### src/rtl/srf_pkg.sv
`timescale 1ns/1ps
package srf_pkg;
  typedef enum logic [2:0] {
    S_IDLE,
    S_PRE,
    S_LO,
    S_HI,
    S_GAP
  } srf_state_e;

  localparam logic [7:0] OP_READ = 8'h03;
  localparam logic [7:0] OP_STAT = 8'h05;

  // rising edges per transaction and edges spent on the command part
  localparam int FRAME_RD = 24;
  localparam int FRAME_ST = 16;
  localparam int CMD_RD   = 16;
  localparam int CMD_ST   = 8;
  localparam int WORD_W   = 16;
  localparam int BIT_W    = $clog2(FRAME_RD);
endpackage

### src/rtl/srf_rst_sync.sv
`timescale 1ns/1ps
module srf_rst_sync (
  input  logic clk,
  input  logic rst_n_i,
  output logic rst_n_o
);
  logic [1:0] sync_q;

  always_ff @(posedge clk or negedge rst_n_i) begin
    if (!rst_n_i) sync_q <= 2'b00;
    else          sync_q <= {sync_q[0], 1'b1};
  end

  assign rst_n_o = sync_q[1];
endmodule

### src/rtl/srf_half_timer.sv
`timescale 1ns/1ps
module srf_half_timer #(
  parameter int HALF_CYC = 4
) (
  input  logic clk,
  input  logic rst_n,
  input  logic run_i,
  output logic tick_o
);
  localparam int CW = (HALF_CYC > 1) ? $clog2(HALF_CYC) : 1;
  localparam logic [CW-1:0] LAST = CW'(HALF_CYC - 1);

  logic [CW-1:0] cnt_q, cnt_d;

  always_comb begin
    cnt_d = cnt_q;
    if (!run_i)             cnt_d = '0;
    else if (cnt_q == LAST) cnt_d = '0;
    else                    cnt_d = cnt_q + CW'(1);
  end

  always_ff @(posedge clk or negedge rst_n) begin
    if (!rst_n) cnt_q <= '0;
    else        cnt_q <= cnt_d;
  end

  assign tick_o = run_i && (cnt_q == LAST);
endmodule

### src/rtl/srf_tx_shift.sv
`timescale 1ns/1ps
module srf_tx_shift #(
  parameter int W = 16
) (
  input  logic         clk,
  input  logic         rst_n,
  input  logic         load_i,
  input  logic [W-1:0] word_i,
  input  logic         shift_i,
  output logic         msb_o
);
  logic [W-1:0] sr_q, sr_d;

  always_comb begin
    sr_d = sr_q;
    if (load_i)       sr_d = word_i;
    else if (shift_i) sr_d = {sr_q[W-2:0], 1'b0};
  end

  always_ff @(posedge clk or negedge rst_n) begin
    if (!rst_n) sr_q <= '0;
    else        sr_q <= sr_d;
  end

  assign msb_o = sr_q[W-1];
endmodule

### src/rtl/srf_rx_shift.sv
`timescale 1ns/1ps
module srf_rx_shift #(
  parameter int W = 8
) (
  input  logic         clk,
  input  logic         rst_n,
  input  logic         shift_i,
  input  logic         bit_i,
  output logic [W-1:0] data_o
);
  logic [W-1:0] sr_q, sr_d;

  always_comb begin
    sr_d = sr_q;
    if (shift_i) sr_d = {sr_q[W-2:0], bit_i};
  end

  always_ff @(posedge clk or negedge rst_n) begin
    if (!rst_n) sr_q <= '0;
    else        sr_q <= sr_d;
  end

  assign data_o = sr_q;
endmodule

### src/rtl/spi_rom_fetch.sv
`timescale 1ns/1ps
module spi_rom_fetch #(
  parameter int HALF_CYC = 4,
  parameter int CNT_W    = 8
) (
  input  logic             clk,
  input  logic             rst_n,
  input  logic             start_i,
  input  logic             stat_mode_i,
  input  logic [7:0]       offset_i,
  input  logic [CNT_W-1:0] count_i,
  output logic             busy_o,
  output logic             done_o,
  output logic [7:0]       byte_o,
  output logic             byte_vld_o,
  output logic             cs_n_o,
  output logic             sclk_o,
  output logic             mosi_o,
  input  logic             miso_i
);
  import srf_pkg::*;

  localparam logic [BIT_W-1:0] CMD_RD_B  = BIT_W'(CMD_RD);
  localparam logic [BIT_W-1:0] CMD_ST_B  = BIT_W'(CMD_ST);
  localparam logic [BIT_W-1:0] LAST_RD_B = BIT_W'(FRAME_RD - 1);
  localparam logic [BIT_W-1:0] LAST_ST_B = BIT_W'(FRAME_ST - 1);

  function automatic logic [WORD_W-1:0] frame_word(input logic st, input logic [7:0] a);
    return st ? {OP_STAT, 8'h00} : {OP_READ, a};
  endfunction

  logic rst_n_s;
  srf_state_e st_q, st_d;
  logic [BIT_W-1:0] bit_q, bit_d;
  logic [1:0] pre_q, pre_d;
  logic primed_q, primed_d;
  logic stat_q, stat_d;
  logic [7:0] addr_q, addr_d;
  logic [CNT_W-1:0] left_q, left_d;
  logic sclk_q, sclk_d, csn_q, csn_d;
  logic done_q, done_d, vld_q, vld_d;
  logic tick, tx_load, tx_shift, rx_shift, tx_msb;
  logic [WORD_W-1:0] tx_word;
  logic [7:0] rx_data;
  logic [BIT_W-1:0] cmd_len, last_bit;

  srf_rst_sync u_rst (.clk(clk), .rst_n_i(rst_n), .rst_n_o(rst_n_s));

  srf_half_timer #(.HALF_CYC(HALF_CYC)) u_timer (
    .clk(clk), .rst_n(rst_n_s), .run_i(st_q != S_IDLE), .tick_o(tick)
  );

  srf_tx_shift #(.W(WORD_W)) u_tx (
    .clk(clk), .rst_n(rst_n_s), .load_i(tx_load), .word_i(tx_word),
    .shift_i(tx_shift), .msb_o(tx_msb)
  );

  srf_rx_shift #(.W(8)) u_rx (
    .clk(clk), .rst_n(rst_n_s), .shift_i(rx_shift), .bit_i(miso_i), .data_o(rx_data)
  );

  assign cmd_len  = stat_q ? CMD_ST_B : CMD_RD_B;
  assign last_bit = stat_q ? LAST_ST_B : LAST_RD_B;

  always_comb begin
    st_d     = st_q;
    bit_d    = bit_q;
    pre_d    = pre_q;
    primed_d = primed_q;
    stat_d   = stat_q;
    addr_d   = addr_q;
    left_d   = left_q;
    sclk_d   = sclk_q;
    csn_d    = csn_q;
    done_d   = 1'b0;
    vld_d    = 1'b0;
    tx_load  = 1'b0;
    tx_word  = frame_word(stat_q, addr_q);
    tx_shift = 1'b0;
    rx_shift = 1'b0;
    unique case (st_q)
      S_IDLE: begin
        if (start_i && !done_q) begin
          stat_d = stat_mode_i;
          addr_d = offset_i;
          left_d = count_i;
          if (!primed_q) begin
            st_d   = S_PRE;
            pre_d  = 2'd0;
            sclk_d = 1'b1;
          end else if (stat_mode_i || (count_i != '0)) begin
            st_d    = S_LO;
            bit_d   = '0;
            csn_d   = 1'b0;
            tx_load = 1'b1;
            tx_word = frame_word(stat_mode_i, offset_i);
          end else begin
            done_d = 1'b1;
          end
        end
      end
      S_PRE: begin
        if (tick) begin
          if (pre_q == 2'd3) begin
            primed_d = 1'b1;
            sclk_d   = 1'b0;
            if (stat_q || (left_q != '0)) begin
              st_d    = S_LO;
              bit_d   = '0;
              csn_d   = 1'b0;
              tx_load = 1'b1;
            end else begin
              st_d   = S_IDLE;
              done_d = 1'b1;
            end
          end else begin
            pre_d  = pre_q + 2'd1;
            sclk_d = pre_q[0];
          end
        end
      end
      S_LO: begin
        if (tick) begin
          rx_shift = (bit_q >= cmd_len);
          st_d     = S_HI;
          sclk_d   = 1'b1;
        end
      end
      S_HI: begin
        if (tick) begin
          sclk_d = 1'b0;
          if (bit_q == last_bit) begin
            st_d  = S_GAP;
            csn_d = 1'b1;
            vld_d = 1'b1;
          end else begin
            bit_d    = bit_q + BIT_W'(1);
            tx_shift = 1'b1;
            st_d     = S_LO;
          end
        end
      end
      S_GAP: begin
        if (tick) begin
          if (stat_q || (left_q == CNT_W'(1))) begin
            st_d   = S_IDLE;
            done_d = 1'b1;
          end else begin
            left_d  = left_q - CNT_W'(1);
            addr_d  = addr_q + 8'd1;
            st_d    = S_LO;
            bit_d   = '0;
            csn_d   = 1'b0;
            tx_load = 1'b1;
            tx_word = frame_word(1'b0, addr_q + 8'd1);
          end
        end
      end
      default: st_d = S_IDLE;
    endcase
  end

  always_ff @(posedge clk or negedge rst_n_s) begin
    if (!rst_n_s) begin
      st_q     <= S_IDLE;
      bit_q    <= '0;
      pre_q    <= 2'd0;
      primed_q <= 1'b0;
      stat_q   <= 1'b0;
      addr_q   <= 8'd0;
      left_q   <= '0;
      sclk_q   <= 1'b0;
      csn_q    <= 1'b1;
      done_q   <= 1'b0;
      vld_q    <= 1'b0;
    end else begin
      st_q     <= st_d;
      bit_q    <= bit_d;
      pre_q    <= pre_d;
      primed_q <= primed_d;
      stat_q   <= stat_d;
      addr_q   <= addr_d;
      left_q   <= left_d;
      sclk_q   <= sclk_d;
      csn_q    <= csn_d;
      done_q   <= done_d;
      vld_q    <= vld_d;
    end
  end

  assign busy_o     = (st_q != S_IDLE) || done_q;
  assign done_o     = done_q;
  assign byte_o     = rx_data;
  assign byte_vld_o = vld_q;
  assign cs_n_o     = csn_q;
  assign sclk_o     = sclk_q;
  assign mosi_o     = tx_msb;
endmodule

### config.mk
export PLATFORM = sky130hd
export DESIGN_NAME = spi_rom_fetch
export DESIGN_NICKNAME = d
export VERILOG_FILES = /design/src/rtl/srf_pkg.sv /design/src/rtl/srf_rst_sync.sv /design/src/rtl/srf_half_timer.sv /design/src/rtl/srf_tx_shift.sv /design/src/rtl/srf_rx_shift.sv /design/src/rtl/spi_rom_fetch.sv
export SDC_FILE = /design/constraint.sdc
export NUM_CORES = 1
export LEC_CHECK = 0
export BUFFER_PORTS_ARGS = -buffer_cell sky130_fd_sc_hd__buf_2
export CORE_MARGIN = 10
export CORE_UTILIZATION = 55
export DETAILED_ROUTE_END_ITERATION = 7
export GPL_ROUTABILITY_DRIVEN = 0
export PLACE_DENSITY = 0.76
export SYNTH_ARGS = -nofsm -noshare
export SYNTH_HDL_FRONTEND = slang
export SYNTH_HIERARCHICAL = 1
export SYNTH_SLANG_ARGS = --single-unit
### constraint.sdc
create_clock -name clk -period 2.5 [get_ports clk]
set_clock_uncertainty 0.05 [all_clocks]
set_input_delay 0.25 -clock clk [delete_from_list [all_inputs] [get_ports clk]]
set_output_delay 0.25 -clock clk [all_outputs]
set_load 0.03 [all_outputs]
Word level (Yosys, flattened, before mapping)

Cells that the tools add are included.

Bits in registers: 60
Bits in latches: 0
Memory bits (writable): 0
Bits in read-only memories: 0
Bits of input ports: 21
Output and inout bits: 14
Logic and storage cells: 162
Memories: 0

Add/sub/neg operators: 5
Multiply operators: 0
Divide/modulo/power cells: 0
$lt $le $gt $ge: 1
Equality and inequality tests: 23
Shift operators: 0
Mux-type cells: 94
Bitwise operators: 0
Reductions and logical operators: 24

Operators with widths:

| kind                                             | number |
|---|---|
| two-way mux 11 bit                               | 7 |
| two-way mux 5 bit                                | 12 |
| two-way mux 8 bit                                | 6 |
| two-way mux 1 bit                                | 40 |
| two-way mux 16 bit                               | 2 |
| case mux 8 bit (2 select lines)                  | 2 |
| != test 2 bit, second input constant             | 14 |
| two-way mux 3 bit                                | 9 |
| case mux 11 bit (2 select lines)                 | 1 |
| AND reduction 11 bit                             | 2 |
| case mux 5 bit (4 select lines)                  | 1 |
| two-way mux 2 bit                                | 8 |
| nonzero test 8 bit                               | 2 |
| case mux 3 bit (5 select lines)                  | 1 |
| adder 8 x 1 -> 8 bit, second input constant      | 1 |
| == test 8 x 1 -> 1 bit, second input constant    | 1 |
| case mux 1 bit (4 select lines)                  | 2 |
| nonzero test 4 bit                               | 2 |
| subtractor 8 x 1 -> 8 bit, second input constant | 1 |
| AND reduction 7 bit                              | 1 |
| == test 3 x 2 -> 1 bit, second input constant    | 2 |
| case mux 1 bit (3 select lines)                  | 2 |
| AND reduction 6 bit                              | 1 |
| nonzero test 2 bit                               | 3 |
| 18 further kinds                                 | 24 |

Logic depth before layout (Yosys ltp)

Gate-level depths: netlist of run 1.

Word-level depth: 7
Depth in mapped cells: 13
Mapped depth without buffers: 10

By module

Netlist of run 1, hierarchy kept.

By module, submodules not included:

| module         | times used | cells each | area an instance (µm²) | seq. area each (µm²) |
|---|---|---|---|---|
| spi_rom_fetch  | 1          | 309        | 2,532.4                | 802.0 |
| srf_tx_shift   | 1          | 69         | 742.0                  | 400.4 |
| srf_rx_shift   | 1          | 17         | 331.6                  | 200.2 |
| srf_half_timer | 1          | 6          | 88.8                   | 50.0 |
| srf_rst_sync   | 1          | 3          | 53.8                   | 50.0 |

Least setup slack after synthesis of run 1

Ideal clock, no wire load.

Path kind: reg2reg
Start: register st_q[0]
End: register u_tx.sr_q[5]
Library setup time: 0.130 ns
Data arrival time: 2.172 ns
Data required time: 2.320 ns
Path slack: 0.147 ns
Cell stages (with the launch flop): 14
Path buffers: 3
Clock period less this slack: 2.353 ns
Cells stage by stage: dfrtp_1 -> buf_2 -> nor3_4 -> inv_1 -> and2_2 -> buf_4 -> nand2b_1 -> a31oi_1 -> clkbuf_1 -> and2_1 -> o31ai_1 -> o311ai_1 -> nand2_1 -> o21ai_1

Word-level cells in the longest chain between the ends: 5
Elaborated cells on any way between the ends: 15
Those cells by class: eq/ne: 3; mux: 8; reduce/logical: 4

Ends and longest elaborated chain:

| element                          | RTL line             | RTL |
|---|---|---|
| start: declaration               | spi_rom_fetch.sv:33  | `srf_state_e st_q, st_d;` |
| start signal: assignment         | spi_rom_fetch.sv:177 | `st_q <= st_d;` |
| nonzero test 3 bit               | spi_rom_fetch.sv:50  | `.clk(clk), .rst_n(rst_n_s), .run_i(st_q != S_IDLE), .tick_o(tick)` |
| logical AND 1 bit                | srf_half_timer.sv:27 | `assign tick_o = run_i && (cnt_q == LAST);` |
| via tick                         | spi_rom_fetch.sv:42  | `logic tick, tx_load, tx_shift, rx_shift, tx_msb;` |
| two-way mux 11 bit               | spi_rom_fetch.sv:144 | `if (tick) begin` |
| case mux 11 bit (2 select lines) | spi_rom_fetch.sv:81  | `unique case (st_q)` |
| via tx_word[5]                   | spi_rom_fetch.sv:43  | `logic [WORD_W-1:0] tx_word;` |
| two-way mux 16 bit               | srf_tx_shift.sv:16   | `if (load_i) sr_d = word_i;` |
| end signal: assignment           | srf_tx_shift.sv:22   | `else sr_q <= sr_d;` |
| end: declaration                 | srf_tx_shift.sv:12   | `logic [W-1:0] sr_q, sr_d;` |

The timed path passes the listed nets, and every way through them passes these cells.
A chain may end at the register's enable or synchronous reset.

Worst setup path after layout of run 1

Start: register st_q[2]
End: register bit_q[4]

Word-level cells in the longest chain between the ends: 4
Elaborated cells on any way between the ends: 19
Those cells by class: eq/ne: 13; mux: 1; reduce/logical: 5

Ends and longest elaborated chain:

| element                            | RTL line             | RTL |
|---|---|---|
| nonzero test 3 bit (*)             | spi_rom_fetch.sv:50  |  |
| logical AND 1 bit (*)              | srf_half_timer.sv:27 |  |
| via tick                           | spi_rom_fetch.sv:42  |  |
| != test 2 bit (no line)            | n/a                  |  |
| AND reduction 11 bit (no line) (*) | n/a                  |  |
| end signal: assignment             | spi_rom_fetch.sv:178 | `bit_q <= bit_d;` |
| end: declaration                   | spi_rom_fetch.sv:34  | `logic [BIT_W-1:0] bit_q, bit_d;` |

Mark *: on every way through the listed nets, which the timed path passes. The rest lies on a longest branch.

==> results of run 1 <==
-- metal layers --
layer / vias up / GRT usage (%) / routed length, µm
met1: 1550 / 23.0 / 3860
met5: - / 0 / 0
met2: 133 / 29.7 / 4420
li1: 1572 / - / -
met3: 22 / 3.42 / 636
met4: 0 / 8.68 / 212
-- repair_timing --
action,CTS,global route
hold buffers,1,0
endpoints found under the setup margin,0,15
resized for setup,0,3
hold endpoints to repair,2,0
-- sequential cells by signal, summed over array words and instances (netlist names) --
register,cells
pre_q,2
byte_vld_o,1
done_o,1
st_q,3
u_rx/data_o,8
u_tx/sr_q,16
bit_q,5
left_q,8
stat_q,1
cs_n_o,1
u_timer/cnt_q,2
u_rst/sync_q,2
addr_q,8
sclk_o,1
primed_q,1
-- through the flow --
step                      utilization (%)  cells  area [µm²]  setup slack (ps)  power (µW)
after floorplan                         -    408        3760               147        1090
after global placement               60.8    522        4090               256        1140
after detailed placement             60.8    522        4090               121        1140
after CTS                            64.7    539        4350               120        2250
after global routing                 64.9    539        4360              45.5        2320
final                                64.9    539        4360               159        2230
-- cell families after synthesis --
group           after synthesis  synth area share, %
flops                        60                 40.1
simple gates                143                 20.9
xor+xnor                      1                0.234
fa+ha+maj                    10                 3.34
other cells                   3                0.300
mux                          29                 8.88
compound gates              119                 20.8
buf+inv                      39                 5.41
-- area by class of cell --
| cell class | instances | share of cell area [%] |
|---|---|---|
| Clock buffer | 12 | 3.56 |
| Clock inverter | 4 | 2.18 |
| Inverter | 14 | 1.21 |
| Multi-Input combinational cell | 309 | 47.8 |
| Sequential cell | 60 | 34.5 |
| Tap cell | 80 | 2.30 |
| Timing Repair Buffer | 60 | 8.44 |
-- cell usage in the layout (no fill, tap or decap), types with 5 or more instances in the layout --
master and n:
conb_1 7, nand2_1 42, nor2_1 24, clkbuf_8 11
nand3_1 11, nor3_1 7, o31ai_1 5, o22ai_1 6
and3_1 7, mux2_4 8, nand2b_1 12, o21ai_0 32
a21oi_1 20, buf_2 34, o21ai_1 9, buf_4 25
dfrtp_1 58, inv_1 14, nand4_1 5, ha_1 10
o211ai_1 6, mux2i_1 19, a22oi_1 6
-- path summary, 6_finish.rpt --
check	from	endpoint	slack, ps	depth (start not counted)
hold / removal	miso_i	u_rx/data_o[0]$_DFFE_PN0P_	90	2
setup reg to reg	st_q[2]$_DFFE_PN0P_	bit_q[4]$_DFFE_PN0P_	160	8
hold reg to reg	u_rst/sync_q[0]$_DFF_PN0_	u_rst/sync_q[1]$_DFF_PN0_	310	0
setup / recovery	st_q[2]$_DFFE_PN0P_	bit_q[4]$_DFFE_PN0P_	160	8
max in group asynchronous	u_rst/sync_q[1]$_DFF_PN0_	addr_q[0]$_DFFE_PN0P_	1340	1
min in group asynchronous	rst_n	u_rst/sync_q[0]$_DFF_PN0_	170	2
-- power by group through the flow --
stage                     combinational (µW)  sequential (µW)  clock [µW]
final                                    118             1010        1100
after global routing                     131             1010        1170
after CTS                                117             1010        1120
after detailed placement                 115             1030           0
after global placement                   113             1030           0
after floorplan                         53.9             1040           0
-- worst max-delay path: cells and delay by family (launching register included) --
kind | cells | cell delay (ps)
buffers and inverters | 2 | 280
and+or+nand+nor | 4 | 1170
DFF | 1 | 490
AOI/OAI and AO/OA | 2 | 280
==> impl_results.md, run 1 <==
* Worst Path Arrival at 2570 ps
* Clk pin slew, worst setup/hold paths at about 70 ps
* Post CTS Setup Buffer Count at 0
* Pwr Density at a little over 500 nW/µm²
* Ys flop type: dfrtp_1
* Commonest cells post-synth: dfrtp_1, nand2_1, o21ai_0, nor2_1, a21oi_1
* FF/Latch Area at between 1500 and 2000 µm²
* DIE AREA at around 11,000 µm²
* Sw frac at a little over a fifth
* Gate power share at under 10%
* Initial DRC count at 379
* Crit-path max cell delay at a little under 500 ps
* Startpoint types: register
* Die H at 103 µm
* Clock Sinks at 60
* Core area at 6720 µm²
* Fin Hold WS at 86.4 ps
* DR vias/cell at 6.08
* Clock share of power at 49.4%
* Top area cells in the synthesized netlist: dfrtp_1, mux2i_1, nand2_1, o21ai_0, ha_1
* Grt total ovfl at 0
* RSZ-0062 raised after global routing: no
* H-tree depth at 3
* Critical path, cell by cell: nor3_4, inv_1, and2_2, buf_4, a21oi_1, or3_1, or4_1, a21oi_1
* Run status: completed
* Pleak at 0.00190 µW
* Most frequent cell after synthesis: dfrtp_1
* Clk_lat worst skew at 350 ps
* Yosys warns at 6
* Max Cap Viol at 0
* Number of port buffers at 34
* Cell count after synthesis at 404
* Final Hold Viols at 0
* CTS max path bufs at 2
* CP required at ~2700 ps
* Final nets at 485
* Sw Pwr at 477 µW
* Library cells used by synthesis at 72
* Wire per inst at around 17 µm
* Filler cells at 543
* Row Count at 30
* Seq/Total Area, Yosys at 40.1%
* DRT antenna net count at 0
* Setup_tns at 0 ps
* Cts bufs inserted at 9
* Global-route wire length before repair at 15,400 µm
* Fraction of layout cells with a size suffix above 1 at 22.4%
* Clock tree from TritonCTS: yes
* WS Path Type: register to register
* Crit-path max FO at 10
* Final setup fails at 0
* Largest net degree at the start of global routing at 43
* IO Pins at 35
* Asr flop ratio synth at 100%
* Drt pass-1 iters at 7
* Yosys top cell area share at 39.4%
* Initial Utilization at 55.8%
* Rel. slew slack at 40.6%
* Initial antenna violation count at 0
* GRT Util Overall at 18.3%
* Cell mode on critical path: a21oi_1
* Dominant cell type by area after synthesis: dfrtp_1
* Worst VDD drop at 0.375 mV
* Die Width at roughly 100 µm
* Via count at 3,277
* Post-synth EDFFs at 0
* Root Driver: clkbuf_8
* P&R area growth vs syn at 16.3%
* Crit path capture type: register
* Post-synthesis cell area at approximately 3700 µm²
* Least-Margin Pin Slew at 891 ps
* Internal power at 1750 µW
* Slew Viols, Final at 0
* Area of the multi-input gates at about 2100 µm²
* Drc violations at 0
* FF+latch count, synth at 60
* Slowest cell on the critical path: dfrtp_1
* Avg Cell Area, Syn at 9.28 µm²
* Vias in the first global route at 3,199
* Antenna cells at 0
* WL final at 9130 µm
* Hold Path Class: primary input to register
* Hpwl dp at 6620 µm
* Max Fclk at 427 MHz
* Period utilisation layout at between 90% and 100%
* Min Tclk post-route at 2340 ps
* Sequential power share at 45.3%
No activity file was read; power rests on OpenSTA's default activity.
==> run 2: changes to the inputs <==
CELL_PAD_IN_SITES_DETAIL_PLACEMENT = 1   (was default)
CELL_PAD_IN_SITES_GLOBAL_PLACEMENT = 2   (was default)
CORE_UTILIZATION = 37   (was 55)
PLACE_DENSITY = 0.8   (was 0.76)
==> impl_results.md, run 2 (same netlist as run 1, synthesis figures left out) <==
* Hold EP: u_rx/data_o[0]$_DFFE_PN0P_
* Setup_tns at 0 ps
* Min Tclk post-route at roughly 2400 ps
* Die H at 121 µm
* Root Driver: clkbuf_8
* Largest net degree at the start of global routing at 23
* P&R area growth vs syn at 16.2%
* Antenna cells at 0
* Finished layout cell area at 4350 µm²
* Clk_lat worst skew at 350 ps
* Die Width at 121 µm
* GRT Util Overall at 15.3%
* Clock Sinks at 60
* Wire per inst at 18.2 µm
* Cts bufs inserted at 9
* Grt total ovfl at 0
* Drt pass-1 iters at 5
* Biggest register: u_tx/sr_q
* Final Hold Viols at 0
* Leading cell types in the layout, fill and taps excluded: dfrtp_1, nand2_1, buf_2, o21ai_0, buf_4
* R2R cell count at 7
* WL final at 10,800 µm
* Fraction of layout cells with a size suffix above 1 at 22.6%
* Final setup fails at 0
* Least-Margin Pin Slew at 614 ps
* R2r setup slk at 140 ps
* DIE AREA at 14,600 µm²
* Rel. slew slack at 58.0%
* Via count at 3,262
* Run status: completed
* WS Path Type: register to register
* Max Cap Viol at 0
* DR vias/cell at 5.50
* Worst VDD drop at 0.180 mV
* GR Util met2 at 25.8%
* Clock tree from TritonCTS: yes
* Vias in the first global route at 3,470
* Global-route wire length before repair at 18,100 µm
* Worst Path Arrival at approximately 2600 ps
* Final nets at between 400 and 500
* CTS max path bufs at 2
* H-tree depth at 3
* Initial Utilization at 38.2%
* Crit path capture type: register
* Hold Path Class: primary input to register
* Max Fclk at 424 MHz
* Drc violations at 0
* Startpoint types: register
* Hpwl dp at 8180 µm
* Largest register FFs at 16
* Crit Reg-Reg Endpoint: bit_q[4]$_DFFE_PN0P_
* Fin Hold WS at 95.8 ps
* CP required at 2710 ps
* Number of port buffers at 34
* GR Util met1 at roughly a fifth
* Clk pin slew, worst setup/hold paths at 80 ps
* Crit-path max FO at 11
* Final core utilization at 44.3%
* IO Pins at 35
* Row Count at 36
* Pwr Density at ~440 nW/µm²
* Hold wc startpoint: miso_i
* RSZ-0062 raised after global routing: no
* Reg-to-reg startpoint: u_timer/cnt_q[0]$_DFF_PN0_
* Slew Viols, Final at 0
* Initial antenna violation count at 0
* Pleak at 0.00187 µW
* WHS Path Cells at 2
* Most Crowded Layer GR: met2
* Placed Area at 4160 µm²
* Most common cell after layout, fill and taps aside: dfrtp_1
* Period utilisation layout at 94.4%
* DRT antenna net count at 0
* Total power at 1930 µW
* Core area at just under 10,000 µm²
* GR Util met3 at 3.63%
* Initial DRC count at 169
[run 2: worst max-delay path by stage]
stage,depth (start not counted),startpoint,endpoint
floorplan,13,st_q[0]$_DFFE_PN0P_,u_tx/sr_q[5]$_DFFE_PN0P_
global placement,6,bit_q[3]$_DFFE_PN0P_,u_tx/sr_q[15]$_DFFE_PN0P_
detailed placement,6,bit_q[3]$_DFFE_PN0P_,u_tx/sr_q[1]$_DFFE_PN0P_
CTS,6,bit_q[3]$_DFFE_PN0P_,u_tx/sr_q[10]$_DFFE_PN0P_
global route,7,u_timer/cnt_q[0]$_DFF_PN0_,bit_q[4]$_DFFE_PN0P_
finish,7,u_timer/cnt_q[0]$_DFF_PN0_,bit_q[4]$_DFFE_PN0P_
[run 2: timing repair]
action	4_1_cts	5_1_grt
resized for setup	0	2
endpoints found under the hold margin	2	0
hold buffers	1	0
setup endpoints to repair	0	14
buffers inserted	0	0
[run 2: cell type report]
cell class                 instances  area (µm²)
sequential                        60        1500
clock inverter                     7        51.3
timing repair buffer              61         375
fill                            1206        5470
inverter                          14        52.6
clock buffer                       9         124
multi-input combinational        309        2080
tap                              133         166
[run 2: metal layers]
layer | wire length (µm) | vias up | share of wire [%]
li1 | - | 1570 | -
met1 | 4900 | 1615 | 45
met2 | 5240 | 66 | 49
met3 | 495 | 11 | 4.6
met4 | 141 | 0 | 1.3
met5 | 0 | - | 0
[run 2: per-stage QoR]
| step | instances | setup slack (ps) |
|---|---|---|
| after CTS | 593 | 140 |
| after detailed placement | 576 | 141 |
| final | 593 | 140 |
| after global placement | 576 | 207 |
| after global routing | 593 | 20.8 |
| after floorplan | 408 | 147 |
[run 2: worst max-delay path, stage by stage, from the launching register on]
cell	delay [ps]
dfrtp_1	370
ha_1	220
and2_2	240
buf_4	200
a21oi_1	150
or3_1	410
or4_1	420
a21oi_1	210
[run 2: power by group]
group	leakage (µW)	internal, µW	switching, µW
clock network	0.0000856	362	436
logic	0.00104	51.9	76.4
registers	0.000743	985	19.9
